File: config.mk
export PLATFORM = sky130hd
export DESIGN_NAME = nrzi_sector_reader
export DESIGN_NICKNAME = d
export VERILOG_FILES = /design/src/rtl/nrzi_rd_pkg.sv /design/src/rtl/nrzi_bit_recover.sv /design/src/rtl/nrzi_cell_framer.sv /design/src/rtl/nrzi_sector_tracker.sv /design/src/rtl/nrzi_sector_reader.sv
export SDC_FILE = /design/constraint.sdc
export NUM_CORES = 1
export LEC_CHECK = 0
export BUFFER_PORTS_ARGS = -buffer_cell sky130_fd_sc_hd__buf_4
export CAP_MARGIN = 20
export CORE_AREA = 4 4 68 70
export CTS_BUF_LIST = sky130_fd_sc_hd__clkbuf_8
export DETAILED_ROUTE_END_ITERATION = 10
export DIE_AREA = 0 0 72 74
export PLACE_DENSITY = 0.78
export SLEW_MARGIN = 20
export SYNTH_ARGS = -nofsm -noshare
export SYNTH_HDL_FRONTEND = slang
export SYNTH_SLANG_ARGS = --single-unit
File: constraint.sdc
create_clock -name clk -period 2.5 [get_ports clk]
set_input_delay 0.625 -clock clk [delete_from_list [all_inputs] [get_ports clk]]
set_output_delay 0.625 -clock clk [all_outputs]
set_load 0.005 [all_outputs]
File: src/rtl/nrzi_rd_pkg.sv
package nrzi_rd_pkg;
  typedef enum logic {
    FR_HUNT    = 1'b0,
    FR_COLLECT = 1'b1
  } frame_st_e;
endpackage

File: src/rtl/nrzi_bit_recover.sv
module nrzi_bit_recover (
  input  logic clk,
  input  logic rst,
  input  logic sec_start,
  input  logic sec_end,
  input  logic bit_en,
  input  logic rd_level,
  output logic bit_v,
  output logic bit_val,
  output logic end_v
);
  logic win_q;
  logic first_q;
  logic prev_q;

  always_ff @(posedge clk) begin
    if (rst) begin
      win_q   <= 1'b0;
      first_q <= 1'b0;
      prev_q  <= 1'b0;
      bit_v   <= 1'b0;
      bit_val <= 1'b0;
      end_v   <= 1'b0;
    end else begin
      bit_v <= 1'b0;
      end_v <= 1'b0;
      if (sec_start) begin
        win_q   <= 1'b1;
        first_q <= 1'b1;
      end else if (win_q && sec_end) begin
        win_q <= 1'b0;
        end_v <= 1'b1;
      end else if (win_q && bit_en) begin
        prev_q  <= rd_level;
        first_q <= 1'b0;
        if (!first_q) begin
          bit_v   <= 1'b1;
          bit_val <= rd_level ^ prev_q;
        end
      end
    end
  end
endmodule

File: src/rtl/nrzi_cell_framer.sv
module nrzi_cell_framer #(
  parameter int CHAR_W = 6
) (
  input  logic              clk,
  input  logic              rst,
  input  logic              sec_start,
  input  logic              bit_v,
  input  logic              bit_val,
  input  logic              end_v,
  output logic              cell_v,
  output logic [CHAR_W-1:0] cell_data,
  output logic              cell_perr,
  output logic              cell_end,
  output logic              cell_trunc
);
  import nrzi_rd_pkg::*;

  localparam int CELL_W = CHAR_W + 2;
  localparam int IDX_W  = $clog2(CELL_W);
  localparam logic [IDX_W-1:0] IDX_LAST = IDX_W'(CELL_W - 1);

  frame_st_e          st_q;
  logic [CELL_W-1:0]  sr_q;
  logic [CELL_W-1:0]  sr_n;
  logic [IDX_W-1:0]   idx_q;

  always_comb sr_n = {sr_q[CELL_W-2:0], bit_val};

  always_ff @(posedge clk) begin
    if (rst) begin
      st_q       <= FR_HUNT;
      sr_q       <= '0;
      idx_q      <= '0;
      cell_v     <= 1'b0;
      cell_data  <= '0;
      cell_perr  <= 1'b0;
      cell_end   <= 1'b0;
      cell_trunc <= 1'b0;
    end else begin
      cell_v   <= 1'b0;
      cell_end <= 1'b0;
      if (sec_start) begin
        st_q       <= FR_HUNT;
        idx_q      <= '0;
        cell_trunc <= 1'b0;
      end else if (end_v) begin
        cell_end   <= 1'b1;
        cell_trunc <= (st_q == FR_COLLECT);
        st_q       <= FR_HUNT;
        idx_q      <= '0;
      end else if (bit_v) begin
        if (st_q == FR_HUNT) begin
          if (bit_val) begin
            st_q  <= FR_COLLECT;
            sr_q  <= CELL_W'(1);
            idx_q <= IDX_W'(1);
          end
        end else begin
          sr_q <= sr_n;
          if (idx_q == IDX_LAST) begin
            cell_v    <= 1'b1;
            cell_data <= sr_n[CELL_W-2:1];
            cell_perr <= ~(^sr_n);
            st_q      <= FR_HUNT;
            idx_q     <= '0;
          end else begin
            idx_q <= idx_q + IDX_W'(1);
          end
        end
      end
    end
  end
endmodule

File: src/rtl/nrzi_sector_tracker.sv
module nrzi_sector_tracker #(
  parameter int CHARS_PER_SECTOR = 100,
  parameter int CNT_W            = 8,
  parameter int ERR_W            = 8
) (
  input  logic             clk,
  input  logic             rst,
  input  logic             sec_start,
  input  logic             cell_v,
  input  logic             cell_perr,
  input  logic             cell_end,
  input  logic             cell_trunc,
  output logic [CNT_W-1:0] char_count,
  output logic [ERR_W-1:0] err_count,
  output logic             sector_done,
  output logic             sector_full,
  output logic             sector_trunc
);
  localparam logic [CNT_W-1:0] CNT_MAX = {CNT_W{1'b1}};
  localparam logic [ERR_W-1:0] ERR_MAX = {ERR_W{1'b1}};
  localparam logic [CNT_W-1:0] CNT_EXP = CNT_W'(CHARS_PER_SECTOR);

  always_ff @(posedge clk) begin
    if (rst) begin
      char_count   <= '0;
      err_count    <= '0;
      sector_done  <= 1'b0;
      sector_full  <= 1'b0;
      sector_trunc <= 1'b0;
    end else begin
      sector_done <= 1'b0;
      if (sec_start) begin
        char_count   <= '0;
        err_count    <= '0;
        sector_full  <= 1'b0;
        sector_trunc <= 1'b0;
      end else begin
        if (cell_v) begin
          if (char_count != CNT_MAX) char_count <= char_count + CNT_W'(1);
          if (cell_perr && err_count != ERR_MAX) err_count <= err_count + ERR_W'(1);
        end
        if (cell_end) begin
          sector_done  <= 1'b1;
          sector_full  <= (char_count == CNT_EXP);
          sector_trunc <= cell_trunc;
        end
      end
    end
  end
endmodule

File: src/rtl/nrzi_sector_reader.sv
module nrzi_sector_reader #(
  parameter int CHAR_W           = 6,
  parameter int CHARS_PER_SECTOR = 100,
  parameter int CNT_W            = 8,
  parameter int ERR_W            = 8
) (
  input  logic              clk,
  input  logic              rst,
  input  logic              sec_start,
  input  logic              sec_end,
  input  logic              bit_en,
  input  logic              rd_level,
  output logic              char_valid,
  output logic [CHAR_W-1:0] char_data,
  output logic              char_perr,
  output logic [CNT_W-1:0]  char_count,
  output logic [ERR_W-1:0]  err_count,
  output logic              sector_done,
  output logic              sector_full,
  output logic              sector_trunc
);
  logic bit_v, bit_val, end_v;
  logic cell_end, cell_trunc;

  nrzi_bit_recover i_recover (
    .clk(clk), .rst(rst), .sec_start(sec_start), .sec_end(sec_end),
    .bit_en(bit_en), .rd_level(rd_level),
    .bit_v(bit_v), .bit_val(bit_val), .end_v(end_v)
  );

  nrzi_cell_framer #(.CHAR_W(CHAR_W)) i_framer (
    .clk(clk), .rst(rst), .sec_start(sec_start),
    .bit_v(bit_v), .bit_val(bit_val), .end_v(end_v),
    .cell_v(char_valid), .cell_data(char_data), .cell_perr(char_perr),
    .cell_end(cell_end), .cell_trunc(cell_trunc)
  );

  nrzi_sector_tracker #(
    .CHARS_PER_SECTOR(CHARS_PER_SECTOR), .CNT_W(CNT_W), .ERR_W(ERR_W)
  ) i_tracker (
    .clk(clk), .rst(rst), .sec_start(sec_start),
    .cell_v(char_valid), .cell_perr(char_perr),
    .cell_end(cell_end), .cell_trunc(cell_trunc),
    .char_count(char_count), .err_count(err_count),
    .sector_done(sector_done), .sector_full(sector_full),
    .sector_trunc(sector_trunc)
  );
endmodule

* Yosys cells after proc, flatten, opt, wreduce, memory -nomap -nowiden
Cells that the tools add are included.
** Storage, ports and cells
- Word-level logic and storage cells :: 73
- Bits in registers :: 46
- Input port bits :: 6
- Output and inout bits :: 27
** Operators by class
- Reductions and logical operators :: 19
- Add/sub/neg operators :: 3
- Bitwise operators :: 9
- Mux-type cells :: 18
- Equal/unequal tests :: 5
** Operators by type and width (number)
- adder 8 x 1 -> 8 bit, second input constant :: 2
- inequality test 8 bit, second input constant :: 2
- two-way mux 7 bit :: 2
- two-way mux 1 bit :: 13
- two-way mux 3 bit :: 3
- == test 8 x 7 -> 1 bit, second input constant :: 1
- NOT 1 bit :: 8
- AND reduction 2 bit :: 4
- AND reduction 4 bit :: 2
- parity 8 bit :: 1
- nonzero test 2 bit :: 3
- AND reduction 5 bit :: 1
- OR reduction 5 bit :: 1
- OR reduction 4 bit :: 1
- adder 3 x 1 -> 3 bit, second input constant :: 1
- == test 3 bit, second input constant :: 1
- logical AND 1 bit :: 3
- AND reduction 3 bit :: 1
- OR reduction 3 bit :: 1
- inequality test 2 bit, second input constant :: 1
- OR reduction 2 bit :: 1
- XOR 1 bit :: 1

* Logic depth before layout (Yosys ltp)
Gate-level depths: netlist of the first run.
- Depth after elaboration :: 4
- Depth in mapped cells :: 6
- Depth with buffers taken out :: 5

* Modules after synthesis
From an unflattened synthesis of the first run, not the netlist that was laid out.
** Second synthesis, totals
- Cells, all modules :: 208
- Area total of the unflattened synthesis :: 1988.2 µm²
** Modules (own cells, without submodules)
- nrzi_cell_framer :: seq. area each 420.4 µm², times used 1, area an instance 897.1 µm², cells each 92
- nrzi_sector_tracker :: seq. area each 380.4 µm², times used 1, area an instance 867.1 µm², cells each 95
- nrzi_bit_recover :: seq. area each 120.1 µm², times used 1, area an instance 224.0 µm², cells each 21

* Worst setup path after synthesis of the first run
No wires, ideal clock.
- Kind :: in2reg
- Start :: input sec_start
- End :: register i_framer.cell_perr
- Required time :: 2383 ps
- Setup time :: 117 ps
- Arrival time :: 1340 ps
- Path buffers :: 0
- Stages :: 4
- Path slack :: 1043 ps
- Cells stage by stage :: and4bb_2 nand2_1 nor2_1 a22o_1
** Between the ends
- Cells in the longest elaborated chain, start to end :: 2
** RTL lines
- start, declared :: line nrzi_sector_reader.sv:9 : input logic sec_start,
- NOT 1 bit (no source line)
- AND reduction 5 bit (no source line)
- end signal, assigned :: line nrzi_cell_framer.sv:63 : cell_perr <= ~(^sr_n);
- end, declared :: line nrzi_cell_framer.sv:12 : output logic cell_perr,
No other way between the ends.
A chain may end at the register's enable or synchronous reset.

* Final worst setup path of the first run
- Start :: register i_framer.cell_v
- End :: output char_valid
** RTL lines
- start, declared :: line nrzi_cell_framer.sv:10 : output logic cell_v,
- start signal, assigned :: line nrzi_cell_framer.sv:34 : cell_v <= 1'b0;
- start signal, assigned :: line nrzi_cell_framer.sv:40 : cell_v <= 1'b0;
- start signal, assigned :: line nrzi_cell_framer.sv:61 : cell_v <= 1'b1;
- end, declared :: line nrzi_sector_reader.sv:13 : output logic char_valid,
No word-level cell between the ends.

==> results of run 1 <==
==> cell usage after synthesis (5+ instances only) <==
master | number | share of area [%]
sky130_fd_sc_hd__ha_1 | 6 | 3.8
sky130_fd_sc_hd__buf_2 | 5 | 1.3
sky130_fd_sc_hd__nor2_1 | 28 | 5.3
sky130_fd_sc_hd__a21oi_1 | 17 | 4.3
sky130_fd_sc_hd__nor3_1 | 7 | 1.8
sky130_fd_sc_hd__a22oi_1 | 6 | 2.3
sky130_fd_sc_hd__dfxtp_1 | 46 | 46
sky130_fd_sc_hd__xnor2_1 | 11 | 4.9
sky130_fd_sc_hd__mux2i_1 | 6 | 3.0
sky130_fd_sc_hd__nand2_1 | 13 | 2.5
sky130_fd_sc_hd__nand3_1 | 12 | 3.0
sky130_fd_sc_hd__and3_1 | 5 | 1.6
==> layer usage <==
metal	wire [um]	vias up
met1	1749	762
met5	0	-
met3	257	4
met4	37	0
li1	-	835
met2	1718	47
==> state kept, by name, summed over array words and instances, names as in the netlist, 3 cells and up <==
signal                cells
i_framer.cell_data        6
i_framer.idx_q            3
i_framer.sr_q             7
i_tracker.char_count      8
i_tracker.err_count       8
==> stage by stage <==
| stage | utilization (%) | hold WS, ns | cells |
|---|---|---|---|
| 4_1_cts | 59.07 | 0.4624 | 297 |
| 3_3_place_gp | 56.40 | 0.4507 | 289 |
| 5_1_grt | 59.07 | 0.4742 | 297 |
| 6_report | 59.07 | 0.4618 | 297 |
| 3_5_place_dp | 56.40 | 0.4506 | 289 |
| 2_1_floorplan | - | 0.4527 | 217 |
==> layout by cell type, fill, tap and decap left out, types with 4 or more instances in the layout <==
| master | n |
|---|---|
| sky130_fd_sc_hd__ha_1 | 6 |
| sky130_fd_sc_hd__dfxtp_1 | 46 |
| sky130_fd_sc_hd__a21oi_1 | 17 |
| sky130_fd_sc_hd__nor3_1 | 7 |
| sky130_fd_sc_hd__xnor2_1 | 11 |
| sky130_fd_sc_hd__mux2i_1 | 6 |
| sky130_fd_sc_hd__a22oi_1 | 6 |
| sky130_fd_sc_hd__nand3_1 | 12 |
| sky130_fd_sc_hd__buf_4 | 32 |
| sky130_fd_sc_hd__inv_1 | 6 |
| sky130_fd_sc_hd__clkbuf_8 | 5 |
| sky130_fd_sc_hd__nor2_1 | 28 |
| sky130_fd_sc_hd__and3_1 | 5 |
| sky130_fd_sc_hd__nand4_1 | 4 |
| sky130_fd_sc_hd__nand2_1 | 13 |
==> cell families (layout without fill, tap and decap cells) <==
| logic type | after synthesis | after routing |
|---|---|---|
| DFF | 46 | 46 |
| buffers and inverters | 15 | 45 |
| adders and majority gates | 6 | 6 |
| and+or+nand+nor | 88 | 88 |
| muxes | 6 | 6 |
| xor gates and xnor gates | 14 | 14 |
| AOI/OAI and AO/OA | 42 | 42 |
==> how the worst max path moves through the flow <==
stage	to	slack [ns]	depth (start not counted)
2_1_floorplan	i_framer.cell_perr$_SDFFE_PP0P_	1.04	4
3_3_place_gp	i_tracker.char_count[7]$_SDFFE_PP0P_	0.56	4
3_5_place_dp	i_tracker.char_count[7]$_SDFFE_PP0P_	0.55	4
4_1_cts	char_valid	0.84	1
5_1_grt	i_tracker.err_count[4]$_SDFFE_PP0P_	0.74	4
6_report	char_valid	0.85	1
==> final cells by class <==
type | instances | area share (%)
clock buffer | 5 | 2.933
clock inverter | 3 | 1.600
inverter | 5 | 0.8000
multi-input combinational | 156 | 42.51
sequential | 46 | 39.25
tap | 50 | 2.667
timing repair buffer | 32 | 10.24
==> power groups by stage <==
stage	logic (W)	clock network, W	registers [W]
2_1_floorplan	0.0000198	0	0.000754
6_report	0.0000298	0.000522	0.000738
3_5_place_dp	0.0000301	0	0.000756
5_1_grt	0.0000345	0.000563	0.000739
3_3_place_gp	0.0000302	0	0.000756
4_1_cts	0.0000303	0.000539	0.000738
==> flow_summary.toml, run 1 <==
[grt]
grtUsageMet3_pct = 4.324
grt_pass1_vias = 1459
grt_util_all_layers_pct = 15.55
routing_usage_on_met2_pct = 25.20
grt_overflow_total = 0
use_met1_pct = 19.98
global_route.peak_usage_layer = "met2"
grt_max_degree = 23
antenna_found_initial = 0
wire_length_of_the_first_global_routing_pass_um = 6610

[placed_design]
port_buffers = 32
place.gp.congestion = 0.8358
dp_worst_setup_slack_ns = 0.5544
place_area_um2 = 2240
hpwl_um = 2686

[clock_network]
htree_num_levels = 2
clkSlewWorstSetupHoldPaths_ns = 0.08
clock_insertion_delay_worst_skew_ns = 0.29
clock_tree.buffer_depth = 2
post_cts_sizing = 0
cts.sinks = 46
cts_setup_buffers = 0
ctsRootBufferMaster = "sky130_fd_sc_hd__clkbuf_8"
tritoncts = "yes"
numCtsBuffers = 5
cts.hold.buffers_added = 0

[flow_run]
maxCapViolations = 0

[power]
net-switching-power_w = 0.0002530
power.combinational.fraction_pct = 2.3
sequentialPowerShare_pct = 57.2
power.switching_fraction_pct = 19.61
pwr_density_cell_nw_per_um2 = 549.9
internal_power_w = 0.001037
power.ir.vdd_worst_v = 0.0004483
share_clk_of_total_power_pct = 40.5
power.static_leakage_nw = 0.9365
total_power_w = 0.001290

[critical_path]
cp_cell_sequence = "buf_4"
critical_path.max_fanout = 12
critical-path-slowest-cell = "sky130_fd_sc_hd__dfxtp_1"
cp_num_buf_inv = 1
path_class = "reg2out"
arrival_ns = 1.03
setup.reg_to_reg.worst_slack_ns = 0.91
timing.critical_path.from = "i_framer.cell_v$_SDFF_PP0_"
worst_r2r_startpoint = "i_framer.idx_q[0]$_SDFFE_PP0P_"
reg2reg_to = "i_framer.cell_perr$_SDFFE_PP0P_"
critPathCaptureType = "output pin"
start_kind = "register"
critical_path.max_stage_delay_ns = 0.55
critPathTopFamily = "flip-flops"
timing.reg2reg.worst_path_depth = 5
worstPathRequired_ns = 1.88

[final_layout]
layout_overhead_on_the_synthesized_area_pct = 18.37
design_area_um2 = 2346
n_fill_cell = 363
ff_latch_area_um2 = 920.9
n_antenna_cell = 0
multi_input_area_um2 = 997.2
final_net_count = 258
layout-drive-gt1-share_pct = 17.81

[synthesis]
async_flop_share_pct = 0
post_synth_fa_ha_maj_area_fraction_pct = 3.788
basic_gate_share_of_the_synthesized_area_counting_and_or_nand_and_nor_cells_pct = 23.04
most_used_flip_flop_cell_after_synthesis = "sky130_fd_sc_hd__dfxtp_1"
portion_of_the_post_synthesis_area_used_by_sequential_elements_pct = 46.46
synth_area_per_cell_um2 = 9.133
yosys-mux-area-fraction_pct = 3.030
synth_cells = 217
area_fraction_in_compound_gates_after_synthesis_pct = 14.27
syn_nets = 229
synth-xor-area-share_pct = 6.187
synth-edff-count = 0
netlist_area_um2 = 1982
synth.ff_latch_count = 46
synth_top_family_by_area = "simple AND/OR/NAND/NOR gates"
ys_warn_count = 0
yosys.cell_types.count = 47

[sta]
sum_neg_setup_slack_ns = 0
timing.final.hold_violations = 0
setup_ws_final_ns = 0.8492
worst_clock_skew_ns = 0.004243
fin_crit_sh_pct = 66.03
setup_viol_count_final = 0
maxSlewViolCount = 0
timing.slew.headroom_pct = 48.87
period_needed_ns = 1.651
fmax_ghz = 0.6058
tightestPinTransition_ns = 0.7669
grt_setup_unrepaired = "no"

[floorplan]
die_footprint_um2 = 5328
dieWidth_um = 72
placementRows = 23
coreArea_um2 = 3971
num_io_pins = 33
die_height_um = 74
starting_density_pct = 49.91

[outcome]
run_status = "finished, final reports clean"

[drt]
ant_nets_after_route = 0
firstDrtPassIters = 4
route.final.wire_length_um = 3762
first_iter_violations = 114
detail_route.vias_per_cell = 5.549
post_drt_wl_per_cell_um = 12.67
route.vias.total = 1648
drc_errors = 0

[min_path]
worst_hold_startpoint = "i_framer.cell_data[2]$_SDFFE_PP0P_"
hold_end = "i_framer.cell_data[2]$_SDFFE_PP0P_"
hold_path_class = "reg2reg"
timing.hold.worst_path_depth = 2
(Power assumes the default switching activity.)
==> run 2: changes to the inputs <==
--- a/config.mk
+++ b/config.mk
@@ -11,7 +11,7 @@
 export CTS_BUF_LIST = sky130_fd_sc_hd__clkbuf_8
 export DETAILED_ROUTE_END_ITERATION = 10
 export DIE_AREA = 0 0 72 74
-export PLACE_DENSITY = 0.78
+export PLACE_DENSITY = 0.81
 export SLEW_MARGIN = 20
 export SYNTH_ARGS = -nofsm -noshare
 export SYNTH_HDL_FRONTEND = slang
==> constraint.sdc (replaced) <==
create_clock -name clk -period 1.4 [get_ports clk]
set_input_delay 0.35 -clock clk [delete_from_list [all_inputs] [get_ports clk]]
set_output_delay 0.35 -clock clk [all_outputs]
set_load 0.005 [all_outputs]
==> flow_summary.toml, run 2 (synthesis gave the netlist of run 1 again) <==
[power]
sequentialPowerShare_pct = 50.6
pwr_density_cell_nw_per_um2 = 972.1
power.combinational.fraction_pct = 2.8
net-switching-power_w = 0.0004912
power.ir.vdd_worst_v = 0.0008176
internal_power_w = 0.002104
power.static_leakage_nw = 1.116
share_clk_of_total_power_pct = 46.6
power.switching_fraction_pct = 18.93
total_power_w = 0.002596

[min_path]
hold_path_class = "in2reg"
worst_hold_startpoint = "sec_end"

[clock_network]
clock_tree.buffer_depth = 2
clkSlewWorstSetupHoldPaths_ns = 0.09
ctsRootBufferMaster = "sky130_fd_sc_hd__clkbuf_8"
cts.hold.buffers_added = 0
htree_num_levels = 2
tritoncts = "yes"
clock_insertion_delay_worst_skew_ns = 0.29
numCtsBuffers = 5
cts.sinks = 46

[sta]
fin_crit_sh_pct = 98.68
timing.final.hold_violations = 0
grt_setup_unrepaired = "yes"
setup_viol_count_final = 0
period_needed_ns = 1.382
timing.slew.headroom_pct = 74.20
tightestPinTransition_ns = 0.3870
setup_ws_final_ns = 0.01844
maxSlewViolCount = 0
worst_clock_skew_ns = 0.006889
fmax_ghz = 0.7238

[drt]
route.vias.total = 1820
firstDrtPassIters = 4
route.final.wire_length_um = 4617
first_iter_violations = 104
detail_route.vias_per_cell = 5.583
ant_nets_after_route = 0
drc_errors = 0
post_drt_wl_per_cell_um = 14.16

[critical_path]
arrival_ns = 1.58
worstPathRequired_ns = 1.60
worst_r2r_startpoint = "i_tracker.char_count[1]$_SDFFE_PP0P_"
path_class = "reg2reg"
timing.critical_path.from = "i_tracker.char_count[1]$_SDFFE_PP0P_"
start_kind = "register"
critical_path.max_fanout = 4
critPathCaptureType = "register"

[floorplan]
dieWidth_um = 72
coreArea_um2 = 3971
die_height_um = 74
num_io_pins = 33
placementRows = 23
starting_density_pct = 49.91
die_footprint_um2 = 5328

[placed_design]
port_buffers = 32
place.gp.congestion = 0.7958
hpwl_um = 3166
dp_worst_setup_slack_ns = -0.002108

[outcome]
run_status = "finished, final reports clean"

[final_layout]
mostFrequentLayoutCell = "sky130_fd_sc_hd__buf_4"
n_antenna_cell = 0
layout-drive-gt1-share_pct = 32.25
n_fill_cell = 304
final_net_count = 287
largest_registers = "i_tracker.char_count: 8 flops, i_tracker.err_count: 8 flops, i_framer.sr_q: 7 flops"
postLayoutCoreUtil_pct = 67.23
layout_overhead_on_the_synthesized_area_pct = 34.72
mostFrequentLayoutCells = "sky130_fd_sc_hd__buf_4 (60), sky130_fd_sc_hd__dfxtp_1 (39), sky130_fd_sc_hd__nor2_1 (28)"

[grt]
routing_usage_on_met2_pct = 28.67
use_met1_pct = 21.87
wire_length_of_the_first_global_routing_pass_um = 7396
antenna_found_initial = 0
grt_pass1_vias = 1671
grt_util_all_layers_pct = 17.39
grt_max_degree = 21
grtUsageMet3_pct = 5.135
global_route.peak_usage_layer = "met2"
grt_overflow_total = 0

[flow_run]
maxCapViolations = 0
## run 2: worst paths after layout
kind	endpoint	slack [ns]	cells past startpoint
worst max-delay path	i_tracker.char_count[1]$_SDFFE_PP0P_	0.02	5
worst max register to register	i_tracker.char_count[1]$_SDFFE_PP0P_	0.02	5
worst min-delay path	i_recover.end_v$_SDFF_PP0_	0.30	2
worst min register to register	i_framer.cell_data[3]$_SDFFE_PP0P_	0.46	2
## run 2: area by class of cell
type	count	area [um2]	area share, %
Sequential cell	46	932.1	34.91
Multi-Input combinational cell	156	1052	39.41
Clock inverter	2	60.06	2.249
Inverter	5	18.77	0.7029
Timing Repair Buffer	61	461.7	17.29
Clock buffer	6	82.58	3.093
Tap cell	50	62.56	2.343
## run 2: metrics by stage
stage	instance area [um2]	hold slack, ns	cells	TNS, ns
2_1_floorplan	1982	0.4527	217	0
3_3_place_gp	2457	0.4489	318	0
3_5_place_dp	2457	0.4543	318	-0.002108
4_1_cts	2608	0.2984	326	0
5_1_grt	2670	0.3093	326	-0.02890
6_report	2670	0.3042	326	0
## run 2: routing by layer
metal	vias to the layer above	share of wire [%]
li1	888	-
met4	0	0.37
met5	-	0
met1	879	44
met3	2	5.8
met2	51	50
## run 2: what timing repair did
item / 4_1_cts / 5_1_grt
cloned: 0 / 0
pin swaps: 0 / 3
endpoints found under the setup margin: 3 / 5
buffers inserted: 0 / 0
gates resized for setup: 4 / 16
## run 2: power by group through the flow
stage               clock (W)  combinational [W]  sequential (W)
finish                0.00121          0.0000714         0.00131
global route          0.00129          0.0000794         0.00132
CTS                   0.00123          0.0000712         0.00132
detailed placement          0          0.0000708         0.00135
global placement            0          0.0000699         0.00135
floorplan                   0          0.0000354         0.00135
## run 2: worst max-delay path: stages, from the launching register on
cell                      delay, ns
sky130_fd_sc_hd__dfxtp_1       0.38
sky130_fd_sc_hd__ha_2          0.24
sky130_fd_sc_hd__and4_1        0.25
sky130_fd_sc_hd__a21bo_2       0.17
sky130_fd_sc_hd__mux2i_1       0.19
sky130_fd_sc_hd__nor2_1        0.05
